File: src/rtl/umul_c42_pkg.sv
package umul_c42_pkg;

    typedef struct packed {
        logic sum;
        logic carry;
    } fa_out_t;

    // (3,2) counter: three bits of equal weight in, sum and carry out
    function automatic fa_out_t full_add(input logic x, input logic y, input logic z);
        fa_out_t r;
        r.sum   = x ^ y ^ z;
        r.carry = (x & y) | (x & z) | (y & z);
        return r;
    endfunction

    // first row index of reduction level lv in the flat row store
    function automatic int level_base(input int n, input int lv);
        return 2 * n - 2 * (n >> lv);
    endfunction

endpackage

File: src/rtl/umul_pp_grid.sv
module umul_pp_grid #(
    parameter int WIDTH = 8,
    localparam int PW   = 2 * WIDTH
) (
    input  logic [WIDTH-1:0]          mcand_i,
    input  logic [WIDTH-1:0]          mplier_i,
    output logic [WIDTH-1:0][PW-1:0]  pp_o
);

    logic [WIDTH-1:0][PW-1:0] pp_d;

    always_comb begin
        pp_d = '0;
        for (int r = 0; r < WIDTH; r++) begin
            for (int c = 0; c < WIDTH; c++) begin
                pp_d[r][r + c] = mcand_i[c] & mplier_i[r];
            end
        end
    end

    assign pp_o = pp_d;


    always_comb begin
        pp_population_chk: assert ($countones(pp_d) ==
                                   $countones(mcand_i) * $countones(mplier_i))
            else $error("partial product population mismatch");
    end

endmodule

File: src/rtl/umul_c42_row.sv
module umul_c42_row
    import umul_c42_pkg::*;
#(
    parameter int W = 16
) (
    input  logic [3:0][W-1:0] rows_i,
    output logic [W-1:0]      sum_o,
    output logic [W-1:0]      carry_o
);

    logic [W-1:0] sum_d;
    logic [W-1:0] carry_d;

    always_comb begin
        logic    lat;
        logic    lat_in;
        fa_out_t upper;
        fa_out_t lower;
        logic [W-1:0] ext;
        logic [W-1:0] tot_in;
        logic [W-1:0] tot_out;

        lat = 1'b0;
        ext = '0;
        for (int c = 0; c < W; c++) begin
            lat_in   = lat;
            upper    = full_add(rows_i[0][c], rows_i[1][c], rows_i[2][c]);
            lower    = full_add(upper.sum, rows_i[3][c], lat_in);
            sum_d[c] = lower.sum;
            ext[c]   = lower.carry;
            lat      = upper.carry;

            cell_weight_chk: assert (int'(rows_i[0][c]) + int'(rows_i[1][c]) +
                                     int'(rows_i[2][c]) + int'(rows_i[3][c]) +
                                     int'(lat_in) ==
                                     int'(lower.sum) +
                                     2 * (int'(lower.carry) + int'(upper.carry)))
                else $error("counter weight not conserved in column %0d", c);
        end
        carry_d = {ext[W-2:0], 1'b0};

        tot_in  = rows_i[0] + rows_i[1] + rows_i[2] + rows_i[3];
        tot_out = sum_d + carry_d;

        row_total_chk: assert (tot_in == tot_out)
            else $error("counter row changed the row total");
    end

    assign sum_o   = sum_d;
    assign carry_o = carry_d;

endmodule

File: src/rtl/umul_prefix_cpa.sv
module umul_prefix_cpa #(
    parameter int W = 16
) (
    input  logic [W-1:0] a_i,
    input  logic [W-1:0] b_i,
    output logic [W-1:0] sum_o
);

    logic [W-1:0] sum_d;

    always_comb begin
        logic [W-1:0] gen_v;
        logic [W-1:0] prop_v;
        logic [W-1:0] half_v;
        logic [W-1:0] ref_v;

        half_v = a_i ^ b_i;
        gen_v  = a_i & b_i;
        prop_v = half_v;
        for (int d = 1; d < W; d = d * 2) begin
            gen_v  = gen_v | (prop_v & (gen_v << d));
            prop_v = prop_v & ((prop_v << d) | ((W)'(1) << d) - (W)'(1));
        end
        sum_d = half_v ^ {gen_v[W-2:0], 1'b0};

        ref_v = a_i + b_i;

        cpa_sum_chk: assert (sum_d == ref_v)
            else $error("prefix adder result mismatch");
    end

    assign sum_o = sum_d;

endmodule

File: src/rtl/umul_c42_tree.sv
module umul_c42_tree
    import umul_c42_pkg::*;
#(
    parameter int WIDTH = 8
) (
    input  logic [WIDTH-1:0]   mcand_i,
    input  logic [WIDTH-1:0]   mplier_i,
    output logic [2*WIDTH-1:0] product_o
);

    localparam int PW        = 2 * WIDTH;
    localparam int LEVELS    = $clog2(WIDTH) - 1;
    localparam int ROW_TOTAL = 2 * WIDTH - 2;
    localparam int FINAL_ROW = 2 * WIDTH - 4;

    logic [WIDTH-1:0][PW-1:0] pp_q;
    logic [PW-1:0]            rows [ROW_TOTAL];

    umul_pp_grid #(.WIDTH(WIDTH)) u_grid (
        .mcand_i  (mcand_i),
        .mplier_i (mplier_i),
        .pp_o     (pp_q)
    );

    for (genvar r = 0; r < WIDTH; r++) begin : g_seed
        assign rows[r] = pp_q[r];
    end

    for (genvar lv = 0; lv < LEVELS; lv++) begin : g_level
        localparam int IN_BASE  = level_base(WIDTH, lv);
        localparam int OUT_BASE = level_base(WIDTH, lv + 1);
        localparam int GROUPS   = (WIDTH >> lv) / 4;
        for (genvar g = 0; g < GROUPS; g++) begin : g_group
            umul_c42_row #(.W(PW)) u_row (
                .rows_i  ({rows[IN_BASE + 4*g + 3], rows[IN_BASE + 4*g + 2],
                           rows[IN_BASE + 4*g + 1], rows[IN_BASE + 4*g]}),
                .sum_o   (rows[OUT_BASE + 2*g]),
                .carry_o (rows[OUT_BASE + 2*g + 1])
            );
        end
    end

    umul_prefix_cpa #(.W(PW)) u_cpa (
        .a_i   (rows[FINAL_ROW]),
        .b_i   (rows[FINAL_ROW + 1]),
        .sum_o (product_o)
    );

endmodule

File: config.mk
export PLATFORM = sky130hd
export DESIGN_NAME = umul_c42_tree
export DESIGN_NICKNAME = d
export VERILOG_FILES = /design/src/rtl/umul_c42_pkg.sv /design/src/rtl/umul_pp_grid.sv /design/src/rtl/umul_c42_row.sv /design/src/rtl/umul_prefix_cpa.sv /design/src/rtl/umul_c42_tree.sv
export SDC_FILE = /design/constraint.sdc
export NUM_CORES = 1
export LEC_CHECK = 0
export BUFFER_PORTS_ARGS = -buffer_cell sky130_fd_sc_hd__buf_4
export CORE_MARGIN = 5
export CORE_UTILIZATION = 28
export DETAILED_ROUTE_END_ITERATION = 10
export GPL_TIMING_DRIVEN = 0
export PLACE_DENSITY = 0.58
export SYNTH_ARGS = -nofsm -noshare
export SYNTH_HDL_FRONTEND = slang
export SYNTH_SLANG_ARGS = --single-unit
File: constraint.sdc
create_clock -name vclk -period 4.4
set_input_delay 0 -clock vclk [all_inputs]
set_output_delay 0 -clock vclk [all_outputs]
set_load 0.01 [all_outputs]
==> results.tsv <==
stage	metric	value	unit
floorplanning	dieWidth	91.71	um
final_layout	mostFrequentLayoutCells	and2_1 (54), fa_1 (39), inv_1 (38), buf_4 (32), ha_1 (23)	
critical_path	crit_arrival	3.98	ns
timing	rsz0062_at_grt	false	
timing	fin_setup_tns	0	ns
timing	setup_ws	0.4200	ns
routing	drt_iter0_drc	45	
final_layout	layout_commonest_cell	and2_1	
synth	synth_cells	207	
place	dp_slack	0.4191	ns
place	place_congestion	0.7960	
synth	ys.warnings.count	0	
floorplanning	die_area	8410	um2
routing	drt-pass1-iter-count	4	
critical_path	cp_max_fo	8	
final_layout	fin_util	34.35	%
final_layout	layout-drive-gt1-share	15.48	%
final_layout	seq_cells	0	
final_layout	area.sequential	0	um2
timing	worst_pin_slew	0.2745	ns
global_route	use_met3	1.064	%
final_layout	design_area	2206	um2
place	dp_hpwl	3227	um
pwr	leakage	1.142	nW
synth	syn_area	1869	um2
global_route	grt_pass1_vias	1479	
final_layout	area_growth	18.01	%
critical_path	setup.worst_path.end	product_o[14]	
global_route	grt_max_degree	9	
final_layout	fillers	706	
timing	hold_viol	0	
routing	drt_wl_total	3649	um
final_layout	nNetsFinal	319	
synth	seq_area_frac_synth	0	%
timing	period_minus_slack	3.980	ns
timing	fin_crit_sh	90.45	%
critical_path	crit_path_start_kind	input pin	
synth	synth.avg_cell_area	9.030	um2
final_layout	diodes	0	
cts	post-cts-setup-buffer-count	0	
global_route	grt_remaining_overflow	0	
floorplanning	rows	29	
global_route	grt_pass1_wl	6596	um
floorplanning	ios	32	
final_layout	clockBufferCount	0	
critical_path	cp.required	4.40	ns
final_layout	fin_cells	316	
timing	slew_headroom	81.59	%
global_route	use_met1	12.77	%
routing	routedWlPerCell	11.55	um
synth	ys_types	26	
critical_path	end_kind	output port	
global_route	top_usage_layer	met2	
timing	slew_violations	0	
pwr	power_density	391.2	nW/um2
cts	ctsHoldBuffers	0	
cts	cts-resized-gates	0	
final_layout	multi_input_area	1727	um2
place	dp.cells	316	
synth	synth_fp_nets	285	
routing	num_vias	1457	
global_route	antenna_found_initial	0	
routing	ant_nets	0	
place	portBuffers	32	
routing	drc	0	
run_status	status	finished clean	
global_route	grtUsageTotal	8.858	%
routing	vias_per_cell	4.611	
global_route	gr-usage-met2	15.22	%
floorplanning	initial_core_util	29.11	%
timing	setup_viol	0	
critical_path	crit_type	in -> out	
floorplanning	core	6422	um2
place	placed_area	2206	um2
pwr	ir_drop	0.3068	mV
timing	fmax	251.3	MHz
floorplanning	die_h	91.71	um
run	maxCapViolCount	0	
critical_path	crit_start	mplier_i[0]	
hold_path	min_path_type	in -> out	
synth_stat cells:
cell type / instances / area (um2)
and2_1: 54 / 337.8
fa_1: 39 / 780.8
inv_1: 38 / 142.6
ha_1: 23 / 287.8
nand2_1: 13 / 48.80
a21oi_1: 7 / 35.03
nor2_1: 6 / 22.52
xnor2_1: 4 / 35.03
xor2_1: 4 / 35.03
nand3_1: 2 / 10.01
nor3_1: 2 / 10.01
a211oi_1: 1 / 7.510
a211oi_2: 1 / 12.51
a21boi_1: 1 / 7.510
a21o_1: 1 / 7.510
a311oi_1: 1 / 8.760
a41oi_2: 1 / 16.27
and3_1: 1 / 6.260
and3_2: 1 / 7.510
nor2b_1: 1 / 6.260
nor3_2: 1 / 10.01
nor3b_1: 1 / 7.510
o21a_1: 1 / 7.510
o21ai_0: 1 / 5.000
o31ai_1: 1 / 7.510
or2_2: 1 / 6.260
how the worst min path moves through the flow:
| stage | startpoint | to | slack, ns | cells after the start |
|---|---|---|---|---|
| after floorplan | mplier_i[0] | product_o[0] | 0.14 | 1 |
| after global placement | mplier_i[0] | product_o[0] | 0.36 | 3 |
| after detailed placement | mplier_i[0] | product_o[0] | 0.36 | 3 |
| after CTS | mplier_i[0] | product_o[0] | 0.36 | 3 |
| after global routing | mcand_i[0] | product_o[0] | 0.39 | 3 |
| final | mplier_i[0] | product_o[0] | 0.35 | 3 |
cell families after synthesis:
group           synth area share, %
compound gates                6.158
xor+xnor                      3.748
fa+ha+maj                     57.16
buf+inv                       7.631
simple gates                  25.30
worst max-delay path: stages:
cell and delay, ns:
buf_4 0.14, and2_1 0.17, fa_1 0.51, fa_1 0.53, fa_1 0.54, inv_1 0.05, fa_1 0.49, inv_1 0.04
ha_1 0.33, and3_1 0.19, a211oi_2 0.31, a21boi_1 0.15, a41oi_2 0.24, xnor2_1 0.14, buf_4 0.14
through the flow:
step / power [W] / hold WS (ns)
finish: 0.0008629 / 0.3544
global route: 0.0009798 / 0.3912
CTS: 0.0008831 / 0.3642
detailed placement: 0.0008764 / 0.3642
global placement: 0.0008691 / 0.3575
floorplan: 0.0005756 / 0.1444
per-layer routing:
metal | vias up | routed length, um | share of wire, %
met5 | - | 0 | 0
met4 | 0 | 0 | 0
met3 | 0 | 160 | 4.4
met2 | 27 | 1760 | 48
met1 | 726 | 1729 | 47
li1 | 704 | - | -
cell type report:
class | instances | share of cell area, %
Inverter | 38 | 6.466
Multi-Input combinational cell | 169 | 78.28
Tap cell | 77 | 4.368
Timing Repair Buffer | 32 | 10.89
power breakdown:
part	total [W]	switching, W	internal (W)
Clock	0	0	0
Combinational	0.000863	0.000443	0.000419
Sequential	0	0	0
Total	0.000863	0.000443	0.000419
(Power assumes the default switching activity.)
